--- config.mk ---
export PLATFORM = sky130hd
export DESIGN_NAME = psw_fault_sup
export DESIGN_NICKNAME = d
export VERILOG_FILES = /design/src/rtl/psw_fault_pkg.sv /design/src/rtl/psw_fault_dp.sv /design/src/rtl/psw_fault_ctrl.sv /design/src/rtl/psw_fault_sup.sv
export SDC_FILE = /design/constraint.sdc
export NUM_CORES = 1
export LEC_CHECK = 0
export BUFFER_PORTS_ARGS = -buffer_cell sky130_fd_sc_hd__buf_2
export CAP_MARGIN = 20
export CORE_MARGIN = 1
export CORE_UTILIZATION = 50
export CTS_CLUSTER_SIZE = 28
export DETAILED_ROUTE_END_ITERATION = 10
export HOLD_SLACK_MARGIN = 0.05
export PLACE_DENSITY_LB_ADDON = 0.2
export SLEW_MARGIN = 20
export SYNTH_ARGS = -nofsm -noshare
export SYNTH_HDL_FRONTEND = slang
export SYNTH_SLANG_ARGS = --single-unit
--- constraint.sdc ---
create_clock -name clk -period 2.15 [get_ports clk]
set_input_delay 0.1075 -clock clk [delete_from_list [all_inputs] [get_ports clk]]
set_output_delay 0.1075 -clock clk [all_outputs]
set_load 0.005 [all_outputs]
--- src/rtl/psw_fault_pkg.sv ---
package psw_fault_pkg;

  // strobes from control to datapath
  typedef struct packed {
    logic clrAll;   // sleep: drop every timer
    logic ovlArm;   // overload filter may count
  } dpCtlT;

  // status from datapath back to control
  typedef struct packed {
    logic hsHoldDone;   // high-side command low long enough
    logic lsHoldDone;   // low-side command low long enough
    logic ovlQualDone;  // overload condition held long enough
  } dpStatT;

endpackage

--- src/rtl/psw_fault_dp.sv ---
module psw_fault_dp
  import psw_fault_pkg::*;
#(
  parameter int CLR_HOLD_CYC = 200,
  parameter int OVL_FILT_CYC = 3
)(
  input  logic   clk,
  input  logic   rstN,
  input  dpCtlT  ctl,
  input  logic   hsCmd,
  input  logic   lsCmd,
  input  logic   lsGateHi,
  input  logic   lsDrainHi,
  output dpStatT stat
);

  localparam int NCH    = 2;
  localparam int HOLD_W = $clog2(CLR_HOLD_CYC + 1);
  localparam int FILT_W = $clog2(OVL_FILT_CYC + 1);
  localparam logic [HOLD_W-1:0] HOLD_LAST = HOLD_W'(CLR_HOLD_CYC - 1);
  localparam logic [HOLD_W-1:0] HOLD_SAT  = HOLD_W'(CLR_HOLD_CYC);
  localparam logic [FILT_W-1:0] FILT_LAST = FILT_W'(OVL_FILT_CYC - 1);

  logic [NCH-1:0] cmdVec;
  logic [NCH-1:0] holdDone;

  assign cmdVec = {lsCmd, hsCmd};

  // one low-hold timer per command channel
  for (genvar ch = 0; ch < NCH; ch++) begin : gHold
    logic [HOLD_W-1:0] lowRun;

    always_ff @(posedge clk or negedge rstN) begin
      if (!rstN) begin
        lowRun <= '0;
      end else if (ctl.clrAll || cmdVec[ch]) begin
        lowRun <= '0;
      end else if (lowRun != HOLD_SAT) begin
        lowRun <= lowRun + 1'b1;
      end
    end

    // current sample low and enough earlier low samples
    assign holdDone[ch] = !cmdVec[ch] && (lowRun >= HOLD_LAST);
  end

  // overload run-length filter
  logic              qualNow;
  logic [FILT_W-1:0] qualRun;

  assign qualNow = ctl.ovlArm && lsGateHi && lsDrainHi;

  always_ff @(posedge clk or negedge rstN) begin
    if (!rstN) begin
      qualRun <= '0;
    end else if (!qualNow) begin
      qualRun <= '0;
    end else if (qualRun != FILT_LAST) begin
      qualRun <= qualRun + 1'b1;
    end
  end

  always_comb begin
    stat.hsHoldDone  = holdDone[0];
    stat.lsHoldDone  = holdDone[1];
    stat.ovlQualDone = qualNow && (qualRun >= FILT_LAST);
  end

endmodule

--- src/rtl/psw_fault_ctrl.sv ---
module psw_fault_ctrl
  import psw_fault_pkg::*;
(
  input  logic   clk,
  input  logic   rstN,
  input  logic   enIn,
  input  logic   hsCmd,
  input  logic   lsCmd,
  input  logic   ocFlag,
  input  logic   outOtFlag,
  input  logic   drvOtFlag,
  input  logic   uvFlag,
  input  dpStatT stat,
  output dpCtlT  ctl,
  output logic   hsInhibit,
  output logic   lsInhibit,
  output logic   faultN,
  output logic   csFaultN,
  output logic   tempFault,
  output logic   ocsDisable
);

  logic ocLat;
  logic ovlLat;
  logic anyOt;

  // overcurrent latch: sleep/undervoltage clear, then set, then release
  always_ff @(posedge clk or negedge rstN) begin
    if (!rstN) begin
      ocLat <= 1'b0;
    end else if (!enIn || uvFlag) begin
      ocLat <= 1'b0;
    end else if (ocFlag) begin
      ocLat <= 1'b1;
    end else if (stat.hsHoldDone) begin
      ocLat <= 1'b0;
    end
  end

  // low-side overload latch, same priority order
  always_ff @(posedge clk or negedge rstN) begin
    if (!rstN) begin
      ovlLat <= 1'b0;
    end else if (!enIn || uvFlag) begin
      ovlLat <= 1'b0;
    end else if (stat.ovlQualDone) begin
      ovlLat <= 1'b1;
    end else if (stat.lsHoldDone) begin
      ovlLat <= 1'b0;
    end
  end

  always_comb begin
    ctl.clrAll = !enIn;
    ctl.ovlArm = enIn && lsCmd && !ovlLat;
  end

  assign anyOt      = outOtFlag || drvOtFlag;
  assign hsInhibit  = !enIn || ocLat || anyOt;
  assign lsInhibit  = !enIn || ovlLat || drvOtFlag;
  assign tempFault  = anyOt;
  assign faultN     = !(ocLat || ovlLat || anyOt);
  assign csFaultN   = !(ocLat && hsCmd);
  assign ocsDisable = ovlLat;

endmodule

--- src/rtl/psw_fault_sup.sv ---
module psw_fault_sup
  import psw_fault_pkg::*;
#(
  parameter int CLR_HOLD_CYC = 200,
  parameter int OVL_FILT_CYC = 3
)(
  input  logic clk,
  input  logic rstN,
  input  logic enIn,
  input  logic hsCmd,
  input  logic lsCmd,
  input  logic ocFlag,
  input  logic lsGateHi,
  input  logic lsDrainHi,
  input  logic outOtFlag,
  input  logic drvOtFlag,
  input  logic uvFlag,
  output logic hsInhibit,
  output logic lsInhibit,
  output logic faultN,
  output logic csFaultN,
  output logic tempFault,
  output logic ocsDisable
);

  dpCtlT  ctl;
  dpStatT stat;

  psw_fault_dp #(
    .CLR_HOLD_CYC(CLR_HOLD_CYC),
    .OVL_FILT_CYC(OVL_FILT_CYC)
  ) u_dp (
    .clk      (clk),
    .rstN     (rstN),
    .ctl      (ctl),
    .hsCmd    (hsCmd),
    .lsCmd    (lsCmd),
    .lsGateHi (lsGateHi),
    .lsDrainHi(lsDrainHi),
    .stat     (stat)
  );

  psw_fault_ctrl u_ctrl (
    .clk       (clk),
    .rstN      (rstN),
    .enIn      (enIn),
    .hsCmd     (hsCmd),
    .lsCmd     (lsCmd),
    .ocFlag    (ocFlag),
    .outOtFlag (outOtFlag),
    .drvOtFlag (drvOtFlag),
    .uvFlag    (uvFlag),
    .stat      (stat),
    .ctl       (ctl),
    .hsInhibit (hsInhibit),
    .lsInhibit (lsInhibit),
    .faultN    (faultN),
    .csFaultN  (csFaultN),
    .tempFault (tempFault),
    .ocsDisable(ocsDisable)
  );

endmodule

# Word level (Yosys, flattened, before mapping)

Index checks and enable logic that the tools add are counted.

Add/sub/neg operators: 3
$mul: 0
Div/mod/pow operators: 0
$lt $le $gt $ge: 3
Equal/unequal tests: 4
Shift operators: 0
Muxes and demuxes: 12
Bitwise gates (word level): 0
Reduce and logical (&&, ||, !) cells: 28

Operator list:

| cell                  | count |
|---|---|
| $mux W8               | 4 |
| $add A8 B1 Y8 const B | 2 |
| $ge A8 B8 Y1 const B  | 2 |
| $ne A8 B8 Y1 const B  | 2 |
| $logic_or A1 B1 Y1    | 10 |
| $logic_and A1 B1 Y1   | 8 |
| $logic_not A1 Y1      | 6 |
| $mux W1               | 6 |
| $reduce_bool A3 Y1    | 2 |
| $mux W2               | 2 |
| $ne A2 B2 Y1 const B  | 2 |
| $reduce_bool A2 Y1    | 2 |
| $add A2 B1 Y2 const B | 1 |
| $ge A2 B2 Y1 const B  | 1 |

Flip-flop bits (word level): 20
Bits in latches: 0
Bits in writable memories: 0
ROM bits: 0
Input port bits: 11
Output and inout bits: 6
Logic and storage cells: 55
Memories kept: 0

# Logic depth before layout (Yosys ltp)

Word-level depth: 7
Depth in mapped cells: 5
Gate-level depth less buffers: 5

# Modules after synthesis

Synthesis repeated with hierarchy kept, for this count alone.

Cells, all modules: 126
Area total of the unflattened synthesis: 1138.6 um^2

By module, submodules not included:

| module         | instances | cells an instance | area each (um^2) | seq. area each (um^2) |
|---|---|---|---|---|
| psw_fault_dp   | 1         | 110               | 1009.7           | 450.4 |
| psw_fault_ctrl | 1         | 16                | 128.9            | 50.0 |

# Least setup slack after synthesis

No wires, ideal clock.

Path kind: flip-flop to flip-flop
Start: reg u_dp.gHold[1].lowRun[0]
End: reg u_dp.gHold[1].lowRun[1]
Setup time: 0.078 ns
Arrival: 1.270 ns
Required time: 2.072 ns
Path slack: 0.802 ns
Cell stages (with the launch flop): 6
Path buffers: 0
Clock period less this slack: 1.348 ns
Cell sequence: dfrtp_1 inv_1 ha_1 nand4bb_4 or4_1 a21oi_1

Word-level cells in the longest chain between the ends: 3
Elaborated cells on any way between the ends: 5
Classes of those cells: add/sub (1); eq/ne (1); mux (2); reduce/logical (1)

RTL lines:

| element                | line               | text |
|---|---|---|
| start, declared        | psw_fault_dp.sv:31 | `logic [HOLD_W-1:0] lowRun;` |
| start signal, assigned | psw_fault_dp.sv:39 | `lowRun <= lowRun + 1'b1;` |
| $add A8 B1 Y8          | psw_fault_dp.sv:39 |  |
| $mux W8                | psw_fault_dp.sv:38 | `end else if (lowRun != HOLD_SAT) begin` |
| $mux W8                | psw_fault_dp.sv:36 | `end else if (ctl.clrAll \|\| cmdVec[ch]) begin` |

Parallel ways exist; a longest one is shown, timed or not. The select of a mux whose other input is x is not followed.
A chain may end at the register's enable or synchronous reset.

# Final worst setup path

Start: reg u_dp.gHold[0].lowRun[0]
End: reg u_dp.gHold[0].lowRun[0]

Word-level cells in the longest chain between the ends: 3
Elaborated cells on any way between the ends: 5
Classes of those cells: add/sub (1); eq/ne (1); mux (2); reduce/logical (1)

RTL lines:

| element                | line |
|---|---|
| start, declared        | psw_fault_dp.sv:31 |
| start signal, assigned | psw_fault_dp.sv:39 |
| $add A8 B1 Y8          | psw_fault_dp.sv:39 |
| $mux W8                | psw_fault_dp.sv:38 |
| $mux W8                | psw_fault_dp.sv:36 |

Parallel ways exist; a longest one is shown, timed or not. The select of a mux whose other input is x is not followed.

==> results by stage <==
Layout:
- The number of filler instances in the final layout is 174.
- The post-route core utilization is 64.2%.
- Across the whole layout, storage elements account for 500 µm².
- The multi-input combinational cells in the finished layout cover a total of 576 µm².
- The proportion of layout cells with a drive suffix above 1 is 16.5%.
- Leaving out fill and tap cells, the most frequent cell in the layout is dfrtp_1.
- The synthesis-to-layout area growth is 16.5%.
- The post-route standard cell area excluding fillers is 1300 µm².
- Leaving out fill and tap cells, the most frequent cells in the layout are dfrtp_1 (20), buf_2 (16), a21oi_1 (11).
- The final layout contains 156 nets.
- The repair_antennas step left the layout with diodes totalling 0.

Placed design:
- After detailed placement, the total cell area comes to 1220 µm².
- The detailed-placement wirelength estimate is 1620 µm.
- In this run the tool buffered the top-level ports with 16 buffer cells.
- At the end of routability-driven placement, the weighted congestion stood at 0.768.
- At the placement stage, the worst setup path has a slack of 669 ps.

STA:
- The maximum clock skew at final layout is 10.8 ps.
- Static timing analysis puts the maximum clock frequency at 670 MHz.
- The final number of max-transition violations is 0.
- Setup violations remaining at the end of the flow were counted as 0.
- The count of final hold-check violations is 0.
- On the final layout, the worst hold slack is 114 ps.
- Once routing completed, OpenROAD measured the worst setup slack at 657 ps.
- Setup repair after global routing left no endpoint under its margin.
- The total negative slack for setup checks is 0 ps.
- The worst slew slack as a fraction of its limit is 66.5%.
- The part of the cycle the worst path needs is 69.4%.
- The post-route minimum period is 1490 ps.
- The slew at the pin closest to its max-slew limit is 501 ps.

Floorplanning:
- Row generation in the floorplan step produced 16 rows.
- The initial standard-cell utilization of the core is 55.1%.
- The floorplan step set the die height to 49.2 µm.
- The die boundary width is 49.2 µm.
- The area of the core region is 2020 µm².
- The I/O pin count is 17.
- The total die area is 2420 µm².

Detailed routing:
- For this run, design rule violations remaining after detail routing come to 0.
- Dividing the detail-routed wire length by the instance count gives 13.4 µm.
- Summed over all layers, the routed wires come to 2230 µm.
- In the detailed route, the total length drawn on met3 is 100 µm.
- The routed layout has 935 vias.
- The wire length on met2 is 1010 µm.
- In this run the remaining antenna-violating nets after routing total 0.
- The uppermost metal layer occupied by signal nets is met4.
- For this block, wires on met1 add up to 1110 µm.
- The first routing iteration left 18 violations.
- The detailed-router iteration count before antenna repair is 4.
- Dividing the detail-routed via count by the number of cells gives 5.63.

Setup path:
- In this run the critical register-to-register path is launched from u_dp.gHold[0].lowRun[0]$_DFFE_PN0P_.
- The most used cell along the critical path is nor3b_1.
- The signal on the critical path passes through inv_1 -> ha_1 -> nor3b_1 -> a21oi_1 -> nor3b_1.
- The length in cells of the worst reg-to-reg path is 5.
- STA classifies the critical path endpoint as a register.
- On the critical path, the stage with the largest delay is an instance of nor3b_1.
- The arrival time at the worst endpoint is 1720 ps.
- The launching instance or port of the critical path is u_dp.gHold[0].lowRun[0]$_DFFE_PN0P_.
- The maximum single-stage delay on the critical path is 430 ps.
- The critical path runs through a total of 5 cells.
- The number of buffers and inverters on the critical path is 1.
- The family with the most delay on the worst path is simple AND/OR/NAND/NOR gates.
- The maximum fanout count along the critical path is 5.
- The worst reg-to-reg setup slack is 660 ps.
- The worst setup path is of the register to register kind.
- STA puts the critical path data required time at 2370 ps.
- STA classifies the critical path startpoint as a register.

Clock tree:
- CTS built an H-tree with a depth of 1.
- After clock tree synthesis, the clock-pin slew on the worst setup and hold paths is 130 ps.
- For this design, the sink count on the clock tree is 20.
- The clock tree from TritonCTS is yes.
- The clock root buffer is clkbuf_4.
- In this run the deepest clock path goes through 2 buffers.
- The latest clock arrival within the worst-skew pair is 310 ps.
- Post-CTS timing repair inserted 0 buffers for setup.
- The CTS buffer count is 3.

Synthesis:
- After synthesis, the netlist uses 31 different library cells.
- Dividing the synthesized area by the synthesized cell count gives 9.37 µm².
- Among all flip-flop cells after synthesis, the most frequent one is dfrtp_1.
- The number of instances in the synthesized netlist is 119.
- The count of flip-flops with a built-in enable after synthesis is 0.
- The number of synthesized register bits is 20.
- Summing every instance area after synthesis gives 1110 µm².
- The synthesized net count is 135.
- Sequential elements use 44.9% of the synthesized area.
- In the synthesized netlist the async set-or-reset flop fraction comes to 100%.
- For this run, the number of Yosys warnings is 0.

Power:
- The leakage power is 0.540 nW.
- The worst-case vdd ir drop is 0.420 mV.
- The ratio of total power to cell area is 585 nW/µm².

Run status:
- The flow ran to the end, and the final reports show no timing, DRC or antenna violations.

Global routing:
- The residual overflow from global routing is 0.
- The maximum number of pins on one net before global-route repair is 21.
- The overall global routing resource usage is 20.8%.
- The via count of the first global-routing pass was 849.
- The number of antenna violations at the first check in global routing is 0.
- The first global-routing pass estimated 3770 µm of wire.

Min path:
- The critical hold path startpoint is enIn.
- The worst hold path was traced through 3 stages.
- The path category of the worst min-delay check is primary input to register.

Job:
- The number of max-capacitance violations reported is 0.
## power breakdown
| part | internal [mW] | total [mW] | switching [mW] |
|---|---|---|---|
| Clock | 0.188 | 0.314 | 0.125 |
| Sequential | 0.381 | 0.386 | 0.00522 |
| Combinational | 0.0268 | 0.0601 | 0.0333 |
## Yosys cell counts, drive strengths merged, types with 2 or more instances
master    n  area [µm²]
nor2      8        30.0
or3       9        56.3
xor2      5        43.8
o311ai    2        17.5
nand2b    2        12.5
nor3b     3        22.5
dfrtp    20         500
o21ai     6        30.0
nor3      2        10.0
nand2    10        37.5
inv       7        26.3
nand4     2        12.5
nand3     9        45.0
a2111oi   2        17.5
a21oi    11        55.1
ha        5        62.6
clkbuf    2        7.51
## logic make-up (layout without fill, tap and decap cells)
kind of cell    after synthesis  in the layout  share of synthesized area (%)
simple gates                 52             52                           26.7
compound gates               26             26                           14.6
flops                        20             20                           44.9
buf+inv                      10             30                           3.48
xor+xnor                      6              6                           4.71
fa+ha+maj                     5              5                           5.61
## stage by stage
stage                     power, mW  cells
after global placement        0.446    159
after CTS                     0.763    166
after detailed placement      0.450    159
after global routing          0.788    166
final                         0.760    166
after floorplan               0.421    119
## worst register-to-register path, stage by stage, from the launching register on
cell,delay [ps]
dfrtp_1,420
inv_1,100
ha_1,150
nor3b_1,430
a21oi_1,140
nor3b_1,180
## what timing repair did
action / CTS / global route
setup endpoints to repair: 0 / 0
hold endpoints to repair: 22 / 0
hold buffers: 3 / 0
resized for setup: 0 / 0
## area by class of cell
cell class / instances / area share, %
tap: 27 / 2.60
sequential: 20 / 38.5
inverter: 7 / 2.02
clock inverter: 1 / 2.31
timing repair buffer: 19 / 8.48
multi-input combinational: 89 / 44.3
clock buffer: 3 / 1.73
## path summary, 6_finish.rpt
path,to
worst max-delay path,u_dp.gHold[0].lowRun[0]$_DFFE_PN0P_
worst min-delay path,u_ctrl.ocsDisable$_DFFE_PN0P_
worst max register to register,u_dp.gHold[0].lowRun[0]$_DFFE_PN0P_
worst min register to register,u_dp.qualRun[1]$_DFFE_PN0P_
max in group asynchronous,u_dp.gHold[0].lowRun[0]$_DFFE_PN0P_
min in group asynchronous,u_dp.gHold[1].lowRun[0]$_DFFE_PN0P_
## layer usage
layer / GRT usage, % / vias to the layer above
met4: 5.88 / 0
met2: 34.0 / 22
li1: - / 469
met3: 4.05 / 2
met5: 0 / -
met1: 27.7 / 442
## state kept, by name, summed over array words and instances (netlist names)
signal             count
u_ctrl.ocsDisable      1
u_dp.gHold.lowRun     16
u_dp.qualRun           2
u_ctrl.ocLat           1
Power figures use the tool's default switching activity.
